`config.mk`:
```
export PLATFORM = sky130hd
export DESIGN_NAME = hdlc_dup_rx
export DESIGN_NICKNAME = d
export VERILOG_FILES = /design/src/rtl/hdlc_rx_pkg.sv /design/src/rtl/hdlc_bit_deframer.sv /design/src/rtl/hdlc_bos_watch.sv /design/src/rtl/hdlc_buf_compare.sv /design/src/rtl/hdlc_dup_rx.sv
export SDC_FILE = /design/constraint.sdc
export NUM_CORES = 2
export LEC_CHECK = 0
export BUFFER_PORTS_ARGS = -buffer_cell sky130_fd_sc_hd__buf_4
export CELL_PAD_IN_SITES_DETAIL_PLACEMENT = 1
export CELL_PAD_IN_SITES_GLOBAL_PLACEMENT = 1
export CORE_ASPECT_RATIO = 1.5
export CORE_UTILIZATION = 50
export CTS_BUF_LIST = sky130_fd_sc_hd__clkbuf_8
export CTS_CLUSTER_DIAMETER = 60
export DETAILED_ROUTE_END_ITERATION = 7
export GPL_ROUTABILITY_DRIVEN = 0
export PLACE_DENSITY_LB_ADDON = 0.08
export SLEW_MARGIN = 20
export SYNTH_ARGS = -nofsm -noshare
export SYNTH_HDL_FRONTEND = slang
export SYNTH_SLANG_ARGS = --single-unit
```
`constraint.sdc`:
```
create_clock -name clk -period 7.4 [get_ports clk]
set_input_delay 1.11 -clock clk [delete_from_list [all_inputs] [get_ports clk]]
set_output_delay 1.11 -clock clk [all_outputs]
set_load 0.1 [all_outputs]
```
`src/rtl/hdlc_rx_pkg.sv`:
```
package hdlc_rx_pkg;
   localparam logic [7:0]  FLAG_BYTE = 8'h7E;
   localparam logic [15:0] CRC_SEED  = 16'hFFFF;
   localparam logic [15:0] CRC_GOOD  = 16'hF0B8;
   localparam logic [15:0] CRC_POLY  = 16'h8408;

   function automatic logic [15:0] crc16_byte(input logic [15:0] c_in, input logic [7:0] b);
      logic [15:0] c;
      c = c_in;
      for (int i = 0; i < 8; i++) begin
         if ((c[0] ^ b[i]) == 1'b1) c = (c >> 1) ^ CRC_POLY;
         else                       c = c >> 1;
      end
      return c;
   endfunction
endpackage

```
`src/rtl/hdlc_bit_deframer.sv`:
```
module hdlc_bit_deframer
   import hdlc_rx_pkg::*;
#(
   parameter int DEPTH = 32,
   parameter int MIN_BYTES = 4,
   localparam int AW = $clog2(DEPTH),
   localparam int LW = $clog2(DEPTH + 1)
) (
   input  logic          clk,
   input  logic          rst_n,
   input  logic          bit_en,
   input  logic          bit_in,
   output logic          byte_we,
   output logic [AW-1:0] byte_idx,
   output logic [7:0]    byte_data,
   output logic          frame_done,
   output logic [LW-1:0] done_len,
   output logic          done_crc_ok,
   output logic          abort_pulse
);
   logic [2:0]    ones;
   logic          in_frame;
   logic [2:0]    bitcnt;
   logic [7:0]    sr;
   logic [LW-1:0] nbytes;
   logic          ovf;
   logic [15:0]   crc;
   logic [7:0]    sr_next;

   assign sr_next = {bit_in, sr[7:1]};

   always_ff @(posedge clk) begin
      if (!rst_n) begin
         ones <= '0; in_frame <= 1'b0; bitcnt <= '0; sr <= '0; nbytes <= '0;
         ovf <= 1'b0; crc <= CRC_SEED; byte_we <= 1'b0; byte_idx <= '0;
         byte_data <= '0; frame_done <= 1'b0; done_len <= '0;
         done_crc_ok <= 1'b0; abort_pulse <= 1'b0;
      end else begin
         byte_we     <= 1'b0;
         frame_done  <= 1'b0;
         abort_pulse <= 1'b0;
         if (bit_en) begin
            if (bit_in) ones <= (ones == 3'd7) ? 3'd7 : ones + 3'd1;
            else        ones <= '0;
            if (bit_in && ones == 3'd6) begin
               if (in_frame) begin
                  abort_pulse <= 1'b1;
                  in_frame    <= 1'b0;
               end
            end else if (!bit_in && ones == 3'd6) begin
               if (in_frame && bitcnt == 3'd6 && nbytes >= LW'(MIN_BYTES) && !ovf) begin
                  frame_done  <= 1'b1;
                  done_len    <= nbytes;
                  done_crc_ok <= (crc == CRC_GOOD);
               end
               in_frame <= 1'b1;
               bitcnt   <= '0;
               nbytes   <= '0;
               ovf      <= 1'b0;
               crc      <= CRC_SEED;
            end else if (!bit_in && ones == 3'd5) begin
               // stuffed zero: dropped
            end else if (bit_in && ones >= 3'd5) begin
               // sixth and later ones belong to a flag or abort
            end else if (in_frame) begin
               sr     <= sr_next;
               bitcnt <= bitcnt + 3'd1;
               if (bitcnt == 3'd7) begin
                  if (nbytes == LW'(DEPTH)) begin
                     ovf <= 1'b1;
                  end else begin
                     byte_we   <= 1'b1;
                     byte_idx  <= nbytes[AW-1:0];
                     byte_data <= sr_next;
                     nbytes    <= nbytes + LW'(1);
                     crc       <= crc16_byte(crc, sr_next);
                  end
               end
            end
         end
      end
   end

   assert_stuff_drop_R2: assert property (@(posedge clk) disable iff (!rst_n)
      (bit_en && in_frame && ones == 3'd5 && !bit_in) |=> $stable(bitcnt) && !byte_we);

   assert_abort_exit_R3: assert property (@(posedge clk) disable iff (!rst_n)
      (bit_en && bit_in && ones == 3'd6 && in_frame) |=> (!in_frame && abort_pulse && !frame_done));
endmodule

```
`src/rtl/hdlc_bos_watch.sv`:
```
module hdlc_bos_watch #(
   parameter int BOS_REPS = 2,
   localparam int RW = $clog2(BOS_REPS + 1)
) (
   input  logic       clk,
   input  logic       rst_n,
   input  logic       bit_en,
   input  logic       bit_in,
   output logic       bos_hit,
   output logic [7:0] bos_code
);
   localparam int PERIOD = 16;

   logic [15:0]   raw;
   logic [15:0]   raw_next;
   logic [4:0]    gap;
   logic [RW-1:0] reps;
   logic [7:0]    prev_code;
   logic          match;
   logic          back_to_back;

   assign raw_next     = {bit_in, raw[15:1]};
   assign match        = (raw_next[7:0] == 8'hFF) && !raw_next[8] && !raw_next[15]
                         && (raw_next[15:8] != 8'h7E);
   assign back_to_back = (reps != '0) && (gap == 5'(PERIOD - 1)) && (raw_next[15:8] == prev_code);

   always_ff @(posedge clk) begin
      if (!rst_n) begin
         raw <= '0; gap <= '1; reps <= '0; prev_code <= '0;
         bos_hit <= 1'b0; bos_code <= '0;
      end else begin
         bos_hit <= 1'b0;
         if (bit_en) begin
            raw <= raw_next;
            if (match) begin
               gap       <= '0;
               prev_code <= raw_next[15:8];
               if (back_to_back) begin
                  if (reps == RW'(BOS_REPS - 1)) begin
                     bos_hit  <= 1'b1;
                     bos_code <= raw_next[15:8];
                  end
                  if (reps != RW'(BOS_REPS)) reps <= reps + RW'(1);
               end else begin
                  reps <= RW'(1);
               end
            end else if (gap != '1) begin
               gap <= gap + 5'd1;
            end
         end
      end
   end

   assert_hit_framing_R9: assert property (@(posedge clk) disable iff (!rst_n)
      bos_hit |-> (!bos_code[0] && !bos_code[7] && raw[7:0] == 8'hFF));
endmodule

```
`src/rtl/hdlc_buf_compare.sv`:
```
module hdlc_buf_compare #(
   parameter int DEPTH = 32,
   localparam int LW = $clog2(DEPTH + 1)
) (
   input  logic [DEPTH-1:0][7:0] new_buf,
   input  logic [LW-1:0]         new_len,
   input  logic [DEPTH-1:0][7:0] old_buf,
   input  logic [LW-1:0]         old_len,
   output logic                  same
);
   logic [DEPTH-1:0] diff;

   for (genvar g = 0; g < DEPTH; g++) begin : g_byte
      assign diff[g] = (new_len > LW'(g)) && (new_buf[g] != old_buf[g]);
   end

   assign same = (new_len == old_len) && (diff == '0);
endmodule

```
`src/rtl/hdlc_dup_rx.sv`:
```
module hdlc_dup_rx #(
   parameter int DEPTH = 32,
   parameter int BOS_REPS = 2,
   localparam int AW = $clog2(DEPTH),
   localparam int LW = $clog2(DEPTH + 1)
) (
   input  logic          clk,
   input  logic          rst_n,
   input  logic          bit_en,
   input  logic          bit_in,
   input  logic          fcs_off,
   input  logic          dup_drop_en,
   input  logic [AW-1:0] rd_addr,
   output logic [7:0]    rd_data,
   output logic [LW-1:0] msg_len,
   output logic          msg_ready,
   output logic          msg_is_bos,
   input  logic          ack,
   output logic          fcs_err,
   output logic          abort_seen
);
   if (DEPTH < 4 || DEPTH > 256) begin : g_bad_depth
      $error("hdlc_dup_rx: DEPTH must lie in 4..256");
   end
   if (BOS_REPS < 2 || BOS_REPS > 8) begin : g_bad_reps
      $error("hdlc_dup_rx: BOS_REPS must lie in 2..8");
   end

   logic          byte_we;
   logic [AW-1:0] byte_idx;
   logic [7:0]    byte_data;
   logic          frame_done;
   logic [LW-1:0] done_len;
   logic          done_crc_ok;
   logic          abort_pulse;
   logic          bos_hit;
   logic [7:0]    bos_code;

   logic [DEPTH-1:0][7:0] shadow;
   logic [DEPTH-1:0][7:0] stored;
   logic                  pending;
   logic [LW-1:0]         cand_len;
   logic                  cand_bos;
   logic                  same;
   logic                  commit;

   hdlc_bit_deframer #(.DEPTH(DEPTH)) i_deframer (
      .clk(clk), .rst_n(rst_n), .bit_en(bit_en), .bit_in(bit_in),
      .byte_we(byte_we), .byte_idx(byte_idx), .byte_data(byte_data),
      .frame_done(frame_done), .done_len(done_len), .done_crc_ok(done_crc_ok),
      .abort_pulse(abort_pulse)
   );

   hdlc_bos_watch #(.BOS_REPS(BOS_REPS)) i_bos (
      .clk(clk), .rst_n(rst_n), .bit_en(bit_en), .bit_in(bit_in),
      .bos_hit(bos_hit), .bos_code(bos_code)
   );

   hdlc_buf_compare #(.DEPTH(DEPTH)) i_cmp (
      .new_buf(shadow), .new_len(cand_len), .old_buf(stored), .old_len(msg_len),
      .same(same)
   );

   assign commit  = pending && !(dup_drop_en && same);
   assign rd_data = (int'(rd_addr) < DEPTH) ? stored[rd_addr] : 8'h00;

   always_ff @(posedge clk) begin
      if (!rst_n) begin
         shadow <= '0;
      end else if (bos_hit) begin
         shadow[0] <= bos_code;
      end else if (byte_we) begin
         shadow[byte_idx] <= byte_data;
      end
   end

   always_ff @(posedge clk) begin
      if (!rst_n) begin
         pending <= 1'b0; cand_len <= '0; cand_bos <= 1'b0;
         stored <= '0; msg_len <= '0; msg_is_bos <= 1'b0;
         msg_ready <= 1'b0; fcs_err <= 1'b0; abort_seen <= 1'b0;
      end else begin
         pending <= 1'b0;
         if (bos_hit) begin
            pending  <= 1'b1;
            cand_len <= LW'(1);
            cand_bos <= 1'b1;
         end else if (frame_done) begin
            if (!fcs_off && !done_crc_ok) begin
               fcs_err <= 1'b1;
            end else begin
               pending  <= 1'b1;
               cand_len <= fcs_off ? done_len : done_len - LW'(2);
               cand_bos <= 1'b0;
            end
         end
         if (!(frame_done && !bos_hit && !fcs_off && !done_crc_ok) && ack) fcs_err <= 1'b0;

         if (commit) begin
            stored     <= shadow;
            msg_len    <= cand_len;
            msg_is_bos <= cand_bos;
            msg_ready  <= 1'b1;
         end else if (ack) begin
            msg_ready <= 1'b0;
         end

         if (abort_pulse)  abort_seen <= 1'b1;
         else if (ack)     abort_seen <= 1'b0;
      end
   end

   assert_fcs_reject_R4: assert property (@(posedge clk) disable iff (!rst_n)
      (frame_done && !bos_hit && !fcs_off && !done_crc_ok) |=> (fcs_err && !pending));

   assert_fcs_quiet_R5: assert property (@(posedge clk) disable iff (!rst_n)
      (fcs_off && !fcs_err) |=> !fcs_err);

   assert_dup_silent_R7: assert property (@(posedge clk) disable iff (!rst_n)
      (pending && dup_drop_en && same && !ack) |=> ($stable(msg_ready) && $stable(msg_len)));

   assert_bos_len_R9: assert property (@(posedge clk) disable iff (!rst_n)
      bos_hit |=> (pending && cand_len == LW'(1) && cand_bos));

   assert_ready_holds_R10: assert property (@(posedge clk) disable iff (!rst_n)
      (msg_ready && !ack) |=> msg_ready);

   assert_ack_clears_R10: assert property (@(posedge clk) disable iff (!rst_n)
      (ack && !pending) |=> !msg_ready);
endmodule

```
==> flow_summary.ini <==
[timing]
finalHoldViolations = 0
setup_violations = 0
worst_slack_ns = 2.36
period_needed_ns = 5.04
hold_ws_ns = 0.476
max_freq_mhz = 198
rsz0062_at_grt = false
tightest_slew_ns = 1.31
slew_headroom_pct = 12.7
setup_tns_ns = 0
finalCritPeriodShare_pct = 68.1
drv_slew = 0
clock_skew_ns = 0.0362

[setup_path]
cpMostUsedCell = buf_4
crit_chain = buf_4 -> buf_4 -> mux4_2 -> mux4_2 -> mux2_2 -> buf_4
path_class = in2out
critPathLaunchType = input pin
arrival_ns = 3.93
crit_slowest_cell = buf_4
cp-end-kind = primary output
slowest_delay_ns = 0.67
cp_max_fo = 48
crit_required_ns = 6.29

[global_route]
gr-usage-met2_pct = 53.3
grt_max_degree = 269
overflow = 0
use_met1_pct = 33.9
antenna_found_initial = 3
grt_pass1_wl_um = 141000
track_usage_pct = 29.9
grt_most_used_layer = met2
grt_pass1_vias = 23500
grt_use_met3_pct = 4.12

[clock_tree]
tritoncts = yes
cts_inserted_buffers = 101
cts_root_buffer = clkbuf_8
cts_resized = 0
clock_path_buffers = 3
clk_latency_ns = 0.74
postCtsHoldBufs = 0
post-cts-setup-buffer-count = 0
path_clk_slew_ns = 0.06
cts-htree-levels = 3
cts.sinks = 629

[logic_synthesis]
synth_edf_count = 0
postSynthCellCount = 3132
synth_nets = 3159
avgSynthCellArea_um2 = 9.75
synth-async-reset-ratio_pct = 0
seq_area_frac_synth_pct = 41.2
synthDistinctLibCells = 56
synth_warnings = 0
synth.cell_area_mm2 = 0.0305
ys_seq_elements = 629
synth_ff_type = dfxtp_1

[floorplanning]
die-area_mm2 = 0.0621
start_util_pct = 50.8
rows = 110
fp.dieW_um = 204
die_y_um = 305
coreArea_mm2 = 0.0601
ios = 30

[cells_and_area]
fin_nets = 3103
final_util_pct = 54.7
n_fill_cell = 6705
drive_gt1_share_pct = 9.96
final_common_cell = nand2_1
mostFrequentLayoutCells = 650 x nand2_1, 621 x dfxtp_1, 544 x mux2i_1
area_delta_synth_final_pct = 7.65

[power]
power_density_mw_per_mm2 = 205
finalPower_w = 0.00674
leakagePower_nw = 12.0
peakVddDrop_uv = 140

[routing]
num_vias = 22200
vias_per_cell = 5.65
drc = 0
wirelength_um = 92200
first_pass_iters = 5
ant_nets = 0
wl_per_cell_um = 23.4
drt-initial-drc-count = 1261

[hold_path]
hold_path_class = reg2reg

[placement]
pre_cts_ws_ns = 2.32
port_buffers = 29
hpwl_um = 64200

[flow_run]
cap_viol_max_count = 0

[outcome]
status = finished clean
layout make-up:
type / instances / area (um2) / area share, %
clock inverter: 50 / 270 / 0.822
inverter: 14 / 52.6 / 0.160
antenna: 2 / 5.00 / 0.0152
timing repair buffer: 57 / 485 / 1.48
sequential: 629 / 12600 / 38.3
tap: 784 / 981 / 2.98
multi-input combinational: 2273 / 16700 / 50.7
clock buffer: 131 / 1800 / 5.48
flip-flops by register name, indices dropped and copies added (netlist names), 6 cells and up:
name                  count
shadow                  256
i_deframer.nbytes         6
i_bos.bos_code            8
i_deframer.crc           16
i_deframer.sr             7
stored                  256
i_bos.prev_code           8
msg_len                   6
cand_len                  6
i_bos.raw                15
i_deframer.byte_data      8
i_deframer.done_len       6
cells by family after synthesis:
logic type               share of synthesized area [%]
AND/OR/NAND/NOR                                   18.4
multiplexers                                      24.0
adder cells (fa/ha/maj)                          0.684
XOR/XNOR                                          8.69
buffers and inverters                             4.20
AO/OA/AOI/OAI                                     2.77
flip-flops                                        41.2
stage by stage:
step	instance area [um2]	cells
after global routing	32900	3939
after global placement	30800	3757
final	32900	3940
after CTS	32900	3938
after floorplan	30500	3132
after detailed placement	30800	3757
per-layer routing:
metal / routed length, um / part of all wire, %
met5: 15 / 0.016
met4: 5110 / 5.5
met3: 3100 / 3.4
met2: 47500 / 51
met1: 36500 / 40
cell usage after synthesis, types with 6 or more instances:
cell type / n / area [um2]
nand2b_1: 6 / 37.5
buf_12: 22 / 440
dfxtp_1: 629 / 12600
nor4_1: 32 / 200
xor2_1: 136 / 1190
mux4_2: 80 / 1800
and2_1: 16 / 100
mux2_2: 8 / 90.1
nor2b_1: 280 / 1750
a21boi_0: 34 / 255
ha_1: 15 / 188
o21ai_0: 36 / 180
buf_6: 8 / 90.1
nand3_1: 24 / 120
nor3_1: 19 / 95.1
nand2_1: 650 / 2440
nand4_1: 51 / 319
clkbuf_1: 165 / 619
a21oi_1: 18 / 90.1
xnor2_1: 167 / 1460
buf_1: 20 / 75.1
mux2i_1: 544 / 5450
and3_1: 8 / 50.1
inv_1: 14 / 52.6
nor2_1: 80 / 300
o21a_1: 6 / 45.0
critical path: cells and delay by family:
kind	cells	cell delay, ns
buffers and inverters	3	1.36
muxes	3	1.35
worst paths after layout:
kind                                           to                       startpoint  slack, ns  depth (start not counted)
setup / recovery                       rd_data[2]                       rd_addr[0]       2.36                          6
hold / removal    i_bos.prev_code[6]$_SDFFE_PN0P_  i_bos.prev_code[6]$_SDFFE_PN0P_       0.48                          2
setup reg to reg         stored[172]$_SDFFE_PN0P_         cand_len[2]$_SDFFE_PP0P_       3.70                          8
hold reg to reg   i_bos.prev_code[6]$_SDFFE_PN0P_  i_bos.prev_code[6]$_SDFFE_PN0P_       0.48                          2
report_power, final:
| part | switching [W] | internal, W | total (W) |
|---|---|---|---|
| Combinational | 0.000146 | 0.0000922 | 0.000238 |
| Clock | 0.00144 | 0.00165 | 0.00309 |
| Sequential | 0.0000138 | 0.00340 | 0.00341 |
| Total | 0.00160 | 0.00514 | 0.00674 |
(Power assumes the default switching activity.)
